[src/rtl/pwm_tb_pkg.sv]
package pwm_tb_pkg;
  localparam int DIV_W  = 18;
  localparam int FRAC_W = 8;
  localparam int RES_W  = 5;
  localparam logic [DIV_W-1:0] DIV_UNITY = DIV_W'(1 << FRAC_W);

  typedef struct packed {
    logic [DIV_W-1:0] div;
    logic [RES_W-1:0] res;
  } tb_cfg_t;
endpackage

[src/rtl/pwm_tb_fracdiv.sv]
module pwm_tb_fracdiv
  import pwm_tb_pkg::*;
(
  input  logic             clk,
  input  logic             rst,
  input  logic             en_i,
  input  logic             clr_i,
  input  logic             load_i,
  input  logic [DIV_W-1:0] div_i,
  output logic             tick_o
);
  localparam int SUM_W = DIV_W + 1;

  logic [DIV_W-1:0] acc_q;
  logic [DIV_W-1:0] div_eff;
  logic [SUM_W-1:0] sum;
  logic             reach;
  logic [SUM_W-1:0] rem;

  // ratios below 1.0 are raised to 1.0
  assign div_eff = (div_i < DIV_UNITY) ? DIV_UNITY : div_i;
  assign sum     = {1'b0, acc_q} + {1'b0, DIV_UNITY};
  assign reach   = sum >= {1'b0, div_eff};
  assign rem     = reach ? (sum - {1'b0, div_eff}) : sum;

  always_ff @(posedge clk) begin
    if (rst || clr_i) begin
      acc_q  <= '0;
      tick_o <= 1'b0;
    end else if (en_i) begin
      tick_o <= reach;
      acc_q  <= load_i ? '0 : rem[DIV_W-1:0];
    end else begin
      tick_o <= 1'b0;
      if (load_i) acc_q <= '0;
    end
  end

  AST_ACC_BELOW_DIV: assert property (@(posedge clk) disable iff (rst)
    acc_q < div_eff);
endmodule

[src/rtl/pwm_tb_counter.sv]
module pwm_tb_counter
  import pwm_tb_pkg::*;
#(
  parameter int MAX_RES = 20,
  localparam int CNT_W = MAX_RES
) (
  input  logic             clk,
  input  logic             rst,
  input  logic             tick_i,
  input  logic             pause_i,
  input  logic             clr_i,
  input  logic [RES_W-1:0] res_i,
  output logic [CNT_W-1:0] cnt_o,
  output logic             wrap_o,
  output logic             roll_o
);
  logic [RES_W-1:0] res_eff;
  logic [CNT_W:0]   span;
  logic [CNT_W-1:0] top;

  assign res_eff = (res_i > RES_W'(MAX_RES)) ? RES_W'(MAX_RES) : res_i;
  assign span    = {{CNT_W{1'b0}}, 1'b1} << res_eff;
  assign top     = span[CNT_W-1:0] - 1'b1;
  assign roll_o  = tick_i && !pause_i && !clr_i && (cnt_o >= top);

  always_ff @(posedge clk) begin
    if (rst || clr_i) begin
      cnt_o  <= '0;
      wrap_o <= 1'b0;
    end else if (roll_o) begin
      cnt_o  <= '0;
      wrap_o <= 1'b1;
    end else begin
      wrap_o <= 1'b0;
      if (tick_i && !pause_i) cnt_o <= cnt_o + 1'b1;
    end
  end

  AST_CNT_IN_RANGE: assert property (@(posedge clk) disable iff (rst)
    cnt_o <= top);
  AST_WRAP_AT_ZERO: assert property (@(posedge clk) disable iff (rst)
    wrap_o |-> (cnt_o == '0));
  AST_CLR_ZERO: assert property (@(posedge clk) disable iff (rst)
    clr_i |=> (cnt_o == '0) && !wrap_o);
  AST_PAUSE_HOLD: assert property (@(posedge clk) disable iff (rst)
    (pause_i && !clr_i) |=> (cnt_o == $past(cnt_o)));
endmodule

[src/rtl/pwm_tb_shadow.sv]
module pwm_tb_shadow
  import pwm_tb_pkg::*;
#(
  parameter int RES_RST = 8
) (
  input  logic    clk,
  input  logic    rst,
  input  logic    upd_i,
  input  tb_cfg_t cfg_i,
  input  logic    apply_i,
  output tb_cfg_t act_o,
  output logic    load_o
);
  tb_cfg_t stg_q;
  logic    pend_q;

  assign load_o = pend_q && apply_i && !upd_i;

  always_ff @(posedge clk) begin
    if (rst) begin
      stg_q     <= '0;
      pend_q    <= 1'b0;
      act_o.div <= DIV_UNITY;
      act_o.res <= RES_W'(RES_RST);
    end else if (upd_i) begin
      stg_q  <= cfg_i;
      pend_q <= 1'b1;
    end else if (load_o) begin
      act_o  <= stg_q;
      pend_q <= 1'b0;
    end
  end

  AST_NO_LOAD_WITHOUT_PEND: assert property (@(posedge clk) disable iff (rst)
    !pend_q |=> $stable(act_o));
endmodule

[src/rtl/pwm_timebase.sv]
module pwm_timebase
  import pwm_tb_pkg::*;
#(
  parameter int MAX_RES = 20,
  parameter int RES_RST = 8
) (
  input  logic               clk,
  input  logic               rst,
  input  logic               ref_en_i,
  input  logic               sel_fast_i,
  input  logic               pause_i,
  input  logic               clr_i,
  input  logic               upd_i,
  input  logic [DIV_W-1:0]   div_i,
  input  logic [RES_W-1:0]   res_i,
  output logic [MAX_RES-1:0] cnt_o,
  output logic               wrap_o
);
  tb_cfg_t cfg_in, cfg_act;
  logic    src_en, div_en, tick, roll, load;

  assign cfg_in.div = div_i;
  assign cfg_in.res = res_i;
  assign src_en = sel_fast_i ? 1'b1 : ref_en_i;
  assign div_en = src_en && !pause_i;

  pwm_tb_shadow #(.RES_RST(RES_RST)) u_shadow (
    .clk(clk), .rst(rst), .upd_i(upd_i), .cfg_i(cfg_in),
    .apply_i(roll || clr_i), .act_o(cfg_act), .load_o(load)
  );

  pwm_tb_fracdiv u_div (
    .clk(clk), .rst(rst), .en_i(div_en), .clr_i(clr_i),
    .load_i(load), .div_i(cfg_act.div), .tick_o(tick)
  );

  pwm_tb_counter #(.MAX_RES(MAX_RES)) u_cnt (
    .clk(clk), .rst(rst), .tick_i(tick), .pause_i(pause_i), .clr_i(clr_i),
    .res_i(cfg_act.res), .cnt_o(cnt_o), .wrap_o(wrap_o), .roll_o(roll)
  );

  AST_RESET_STATE: assert property (@(posedge clk)
    rst |=> (cnt_o == '0) && !wrap_o);
endmodule

[config.mk]
export PLATFORM = sky130hd
export DESIGN_NAME = pwm_timebase
export DESIGN_NICKNAME = d
export VERILOG_FILES = /design/src/rtl/pwm_tb_pkg.sv /design/src/rtl/pwm_tb_fracdiv.sv /design/src/rtl/pwm_tb_counter.sv /design/src/rtl/pwm_tb_shadow.sv /design/src/rtl/pwm_timebase.sv
export SDC_FILE = /design/constraint.sdc
export NUM_CORES = 1
export LEC_CHECK = 0
export BUFFER_PORTS_ARGS = -buffer_cell sky130_fd_sc_hd__buf_4
export CAP_MARGIN = 20
export CELL_PAD_IN_SITES_DETAIL_PLACEMENT = 0
export CELL_PAD_IN_SITES_GLOBAL_PLACEMENT = 1
export CORE_MARGIN = 2
export CORE_UTILIZATION = 34
export CTS_BUF_LIST = sky130_fd_sc_hd__clkbuf_4 sky130_fd_sc_hd__clkbuf_8 sky130_fd_sc_hd__clkbuf_16
export DETAILED_ROUTE_END_ITERATION = 16
export GPL_ROUTABILITY_DRIVEN = 0
export GPL_TIMING_DRIVEN = 0
export PLACE_DENSITY = 0.59
export SLEW_MARGIN = 30
export SYNTH_ARGS = -nofsm -noshare
export SYNTH_HDL_FRONTEND = slang
export SYNTH_HIERARCHICAL = 1
export SYNTH_SLANG_ARGS = --single-unit
export TNS_END_PERCENT = 100
[constraint.sdc]
create_clock -name clk -period 7.8 [get_ports clk]
set_input_delay 1.95 -clock clk [delete_from_list [all_inputs] [get_ports clk]]
set_output_delay 1.95 -clock clk [all_outputs]
set_load 0.02 [all_outputs]
Word level (Yosys, flattened, before mapping)
Cells that the tools add are included.

Register bits after elaboration: 87. Input port bits: 30. Output and inout port bits: 21. Logic and storage cells: 46.

Add/subtract/negate cells: 4. $lt $le $gt $ge: 4. Shifts and indexed selects: 1. Muxes and demuxes: 10. Bitwise gates (word level): 2. Reductions and logical operators: 16.

Operators with widths (number): two-way mux 18 bit (5); adder 20 x 1 -> 20 bit, second input constant (1); greater-or-equal comparator 20 bit (1); << shifter 1 x 5 -> 20 bit, first input constant (1); subtractor 20 x 1 -> 20 bit, second input constant (1); adder 18 x 9 -> 19 bit, second input constant (1); greater-or-equal comparator 19 x 18 -> 1 bit (1); < comparator 18 x 9 -> 1 bit, second input constant (1); subtractor 18 bit (1); logical AND 1 bit (6); greater-than comparator 5 bit, second input constant (1); two-way mux 5 bit (1); two-way mux 1 bit (4); nonzero test 2 bit (2); OR reduction 2 bit (2); logical NOT 1 bit (3); logical OR 1 bit (2); inverter 1 bit (2); AND reduction 2 bit (1).

Logic depth before layout (Yosys ltp)
Depth in word-level cells: 11. Gate-level depth with buffers: 22. Gate-level depth less buffers: 19.

Hierarchy
The synthesis kept the hierarchy.

Modules (own cells, without submodules): pwm_tb_fracdiv (instances 1, cells each 260, area each 2006.9 µm², seq. area each 380.4 µm²); pwm_tb_counter (instances 1, cells each 241, area each 1921.8 µm², seq. area each 420.4 µm²); pwm_tb_shadow (instances 1, cells each 179, area each 1868.0 µm², seq. area each 940.9 µm²); pwm_timebase (instances 1, cells each 2, area each 16.3 µm², seq. area each 0.0 µm²).

Least setup slack after synthesis
Ideal clock, no wire load.

Path kind: reg2reg. Start: reg u_shadow/act_o[2] (netlist bit). End: reg u_div.acc_q[16]. Setup time: 0.088 ns. Arrival time: 4.487 ns. Data required time: 7.712 ns. Setup slack: 3.225 ns. Stages on the path, launching flop included: 21. Path buffers: 3. Period minus slack after synthesis: 4.575 ns. Cell sequence: dfxtp_1 clkbuf_1 nor3_1 or3b_1 ha_1 nor2_1 and3_1 a21oi_1 a2bb2oi_1 ha_1 nand4_1 nor4_1 a32oi_2 a31oi_1 or2_1 and3b_1 buf_6 buf_6 nor3_1 nand3_1 o31ai_1.

Longest elaborated chain between the ends: 11. Elaborated cells on any way between the ends: 12. Classes of those cells: add/sub (1); order compare (2); shift (1); mux (3); reduce/logical (5).

RTL lines: from (decl) (RTL line pwm_tb_shadow.sv:11) `output tb_cfg_t act_o,`; from (signal assigned) (RTL line pwm_tb_shadow.sv:29) `act_o <= stg_q;`; greater-than comparator 5 bit (RTL line pwm_tb_counter.sv:21) `assign res_eff = (res_i > RES_W'(MAX_RES)) ? RES_W'(MAX_RES) : res_i;`; two-way mux 5 bit * (RTL line pwm_tb_counter.sv:21); << shifter 1 x 5 -> 20 bit * (RTL line pwm_tb_counter.sv:22) `assign span = {{CNT_W{1'b0}}, 1'b1} << res_eff;`; subtractor 20 x 1 -> 20 bit * (RTL line pwm_tb_counter.sv:23) `assign top = span[CNT_W-1:0] - 1'b1;`; greater-or-equal comparator 20 bit * (RTL line pwm_tb_counter.sv:24) `assign roll_o = tick_i && !pause_i && !clr_i && (cnt_o >= top);`; logical AND 1 bit * (RTL line pwm_tb_counter.sv:24); via roll (RTL line pwm_timebase.sv:20) `logic src_en, div_en, tick, roll, load;`; logical OR 1 bit * (RTL line pwm_timebase.sv:29) `.apply_i(roll || clr_i), .act_o(cfg_act), .load_o(load)`; logical AND 1 bit * (2 in series) (RTL line pwm_tb_shadow.sv:17) `assign load_o = pend_q && apply_i && !upd_i;`; via load (RTL line pwm_timebase.sv:20); two-way mux 18 bit (RTL line pwm_tb_fracdiv.sv:32) `acc_q <= load_i ? '0 : rem[DIV_W-1:0];`; two-way mux 18 bit (RTL line pwm_tb_fracdiv.sv:30) `end else if (en_i) begin`; to (signal assigned) (RTL line pwm_tb_fracdiv.sv:32); to (decl) (RTL line pwm_tb_fracdiv.sv:14) `logic [DIV_W-1:0] acc_q;`.

The timed path passes the listed nets; every way through them passes the cells marked *. A chain may end at the register's enable or synchronous reset.

Worst setup path in the final report
Same ends and word-level chain as after synthesis.

==> summary.md <==
Clock sink total: 87. Setup repair after global routing left no endpoint under its margin. Across every metal layer, demand over resource in global routing totals 16.82%. The critical path is of the reg -> reg type. Counting flops with a built-in enable in the synthesized netlist gives 0. Prior to clock tree synthesis, the placed netlist has a worst setup slack of 2030 ps. Clock latency on the worst-skew pair, taken at its later pin, is 350 ps. The violation count after the first detailed-route iteration is 320, and the pin slew with the least headroom to its limit is 589.8 ps. TritonCTS built the clock tree. IR analysis of the VDD net gives a maximum drop of 0.1237 mV.

After clock tree synthesis, the repair step resized 0 gates. Summing all multi-input logic gate instances after layout gives 0.003799 sq mm. After legalization and detailed placement, the total HPWL measured 11710 um. The worst pin sits at a relative slew slack of 60.46%. The tools report the highest attainable clock frequency as 182.6 MHz.

After synthesis the netlist holds a flip-flop and latch count of 87. The maximum clock insertion buffer count was 2. In the final design database the tool counted 814 nets.

Average instance area after synthesis: 8.524 sq um. Counting every net in the synthesized netlist gives 754. In this run switching power makes up 31.62% of total power. Final worst hold slack: 471.4 ps. Of all flip-flops after synthesis, the portion carrying an async set or reset was 0%.

By area the synthesized netlist is led by sky130_fd_sc_hd__dfxtp_1 (30%), sky130_fd_sc_hd__mux2i_1 (9.8%), sky130_fd_sc_hd__ha_1 (8.8%). The post-CTS clock slew at the launch and capture registers of the worst setup and hold paths came out at 60 ps. The internal portion of the total power is 888.8 uW. The floorplan step set the die width to 134.8 um. For this run, the share of the core covered by cells in the final layout is 40.64%. The number of antenna violations at the first check in global routing is 0, and the number of maximum-capacitance constraint violations is 0. The run gives 17 as the maximum number of pins on one net before global-route repair. The logic gate share of total power came out at 29.3%. After routing the design area is 0.006764 sq mm. The mean routed wirelength per cell came out at 15.37 um. The path class of the tightest hold or removal check is reg -> reg. The effective utilization at floorplan was 34.93%. The final-report hold violation count is 0, and the power density over the cells is 192.2 mW/mm^2.

The final critical-path required period is 5477 ps. Post-CTS timing repair inserted 0 buffers for setup. The fraction of final layout cells sized beyond drive strength 1 works out to 14.32%. Summed over all instances, the cell type with the most area after synthesis is sky130_fd_sc_hd__dfxtp_1. After detailed routing, the number of remaining DRC violations is 0.

Root cell of the clock tree: sky130_fd_sc_hd__clkbuf_16. Summed over all cells, the static leakage comes to 0.002747 uW. Clock skew on the completed layout was measured at 11.27 ps. The run gives 0 as the cts-stage hold buffer count. The run gives 9 as the total clock buffers created by CTS. The die area came out at 0.01816 sq mm. In this run the cell area measured after placement is 0.006456 sq mm.

The tools report the number of global-route vias before repair as 4679. For the worst setup path, the data arrival time is 5730 ps. The final-report max-slew violation count is 0. The tools report the critical path endpoint category as a flip-flop. Dividing the detail-routed via count by the number of cells gives 5.037. Before antenna repair, the detailed router went through 4 iterations. The total wirelength of the detailed-routed design is 14870 um, and the portion of total power attributed to the clock network is 34.1%. The number of I/O port buffers is 49, and the portion of the post-synthesis area used by sequential elements is 29.96%.

After synthesis, the netlist uses 65 different library cells. Yosys printed 6 warnings. After global routing the overflow that remains totals 0.

After synthesis the cells add up to 0.005813 sq mm. The tools report the switching power summed over all nets as 411.1 uW. The H-tree was split into 3 levels. The post-synthesis to final-layout area growth works out to 16.36%. The commonest register cell after synthesis was sky130_fd_sc_hd__dfxtp_1. The region available for standard cell placement spans 0.01664 sq mm. The sequential cell area was 0.001742 sq mm; the final antenna diode count was 0. The worst setup path is launched from a flip-flop. For the number of top-level design ports, the log shows 51. From bottom edge to top edge, the die measures 134.8 um. In this run the core area contains 47 standard-cell rows.

Critical-path maximum fanout: 11. The first-pass GRT wire length is 24410 um. The top cell type by area accounts for 29.96% of the synthesized area.

The post-route clock period utilization works out to 70.21%. For the remaining antenna violation count, the log shows 0. The tools report the final setup slack of the worst path as 2323 ps.

For the total of fill cells in the finished design, the log shows 1690. The flow ran to the end, and the final reports show no timing, DRC or antenna violations. Synthesis produced 682 cells.

Adding up every negative setup slack in the final design gives 0 ps. Detailed routing inserted a total of 4871 vias. STA puts the critical path data required time at 8060 ps. The run gives 36.6% as the sequential cell fraction of total power. Setup violations remaining at the end of the flow were counted as 0.
==> synthesized netlist by cell type (all sizes together), types with 4 or more instances <==
master and number:
dfxtp 87, nor2 67, mux2i 57, nand2 54, nand2b 53, a21oi 41, ha 41, xnor2 26
nand3 24, inv 23, o21ai 22, clkbuf 18, buf 15, nand4 13, xor2 13, nor3 12
nor3b 12, and3 10, a31oi 8, a211oi 6, a21o 6, nand3b 6, nor4 6, o21a 6
o211ai 5, and4 4, nor2b 4, or2 4
==> cell usage in the layout, fill, tap and decap left out, types with 18 or more instances in the layout <==
master / synthesis / routed
sky130_fd_sc_hd__dfxtp_1: 87 / 87
sky130_fd_sc_hd__nor2_1: 67 / 67
sky130_fd_sc_hd__mux2i_1: 57 / 57
sky130_fd_sc_hd__nand2_1: 54 / 54
sky130_fd_sc_hd__buf_4: 3 / 52
sky130_fd_sc_hd__nand2b_1: 52 / 52
sky130_fd_sc_hd__ha_1: 41 / 41
sky130_fd_sc_hd__a21oi_1: 39 / 39
sky130_fd_sc_hd__xnor2_1: 26 / 26
sky130_fd_sc_hd__nand3_1: 24 / 24
sky130_fd_sc_hd__inv_1: 23 / 23
sky130_fd_sc_hd__o21ai_0: 19 / 19
sky130_fd_sc_hd__clkbuf_1: 18 / 18
==> path summary, 6_finish.rpt <==
kind,start,cells after the start,slack [ps],end
max reg2reg,u_shadow/act_o[2],20,2320,u_div/acc_q[16]
max,u_shadow/act_o[2],20,2320,u_div/acc_q[16]
min reg2reg,u_shadow/pend_q,2,470,u_shadow/pend_q
min,u_shadow/pend_q,2,470,u_shadow/pend_q
==> power by group through the flow <==
stage	registers [uW]	clock network, uW	logic [uW]
after global routing	478	481	420
after floorplan	482	0	294
after global placement	486	0	381
after detailed placement	486	0	380
after CTS	476	458	382
final	476	443	381
==> state kept, by name, indices dropped and copies added, names as in the netlist <==
register / flops
u_cnt/wrap_o: 1
u_shadow/stg_q: 23
u_div/acc_q: 18
u_shadow/pend_q: 1
u_cnt/cnt_o: 20
u_div/tick_o: 1
u_shadow/act_o: 23
==> kinds of logic (layout without fill, tap and decap cells) <==
| family | Yosys count | count (layout) | synth area share, % |
|---|---|---|---|
| AO/OA/AOI/OAI | 122 | 122 | 14.23 |
| XOR/XNOR | 39 | 39 | 5.876 |
| adder cells (fa/ha/maj) | 42 | 42 | 9.169 |
| buffers and inverters | 56 | 121 | 4.778 |
| flip-flops | 87 | 87 | 29.96 |
| multiplexers | 57 | 57 | 9.815 |
| AND/OR/NAND/NOR | 279 | 279 | 26.17 |
==> stage by stage <==
stage / std cells / power [uW]
final: 967 / 1300
after global routing: 967 / 1380
after CTS: 967 / 1316
after detailed placement: 951 / 865.8
after global placement: 951 / 866.9
after floorplan: 682 / 775.8
==> critical path: stages, from the launching register on <==
cell and delay (ps):
sky130_fd_sc_hd__dfxtp_1 310, sky130_fd_sc_hd__clkbuf_1 190, sky130_fd_sc_hd__nor3_1 400, sky130_fd_sc_hd__or3b_1 430, sky130_fd_sc_hd__ha_1 280, sky130_fd_sc_hd__nor2_1 380
sky130_fd_sc_hd__and3_1 260, sky130_fd_sc_hd__a21oi_1 90, sky130_fd_sc_hd__a2bb2oi_1 180, sky130_fd_sc_hd__ha_1 300, sky130_fd_sc_hd__nand4_1 140, sky130_fd_sc_hd__nor4_1 90
sky130_fd_sc_hd__a32oi_2 280, sky130_fd_sc_hd__a31oi_1 120, sky130_fd_sc_hd__or2_1 270, sky130_fd_sc_hd__and3b_1 190, sky130_fd_sc_hd__buf_6 140, sky130_fd_sc_hd__buf_6 160
sky130_fd_sc_hd__nor3_2 520, sky130_fd_sc_hd__nand3_1 340, sky130_fd_sc_hd__o31ai_1 290
==> routing by layer <==
layer,wire (um),up-vias,global-route usage (%),part of all wire [%]
met2,6053,72,24.34,41
met3,343,14,2.853,2.3
li1,-,2539,-,-
met4,197,0,4.737,1.3
met5,0,-,0,0
met1,8272,2246,25.46,56
==> cell type report <==
class                           count  share of cell area, %
Sequential cell                    87                  25.75
Inverter                           23                  1.276
Timing Repair Buffer               49                  5.438
Tap cell                          220                  4.070
Clock inverter                      7                  1.147
Clock buffer                        9                  3.330
Multi-Input combinational cell    539                  56.16
Buffer                             33                  2.830
(Power assumes the default switching activity.)
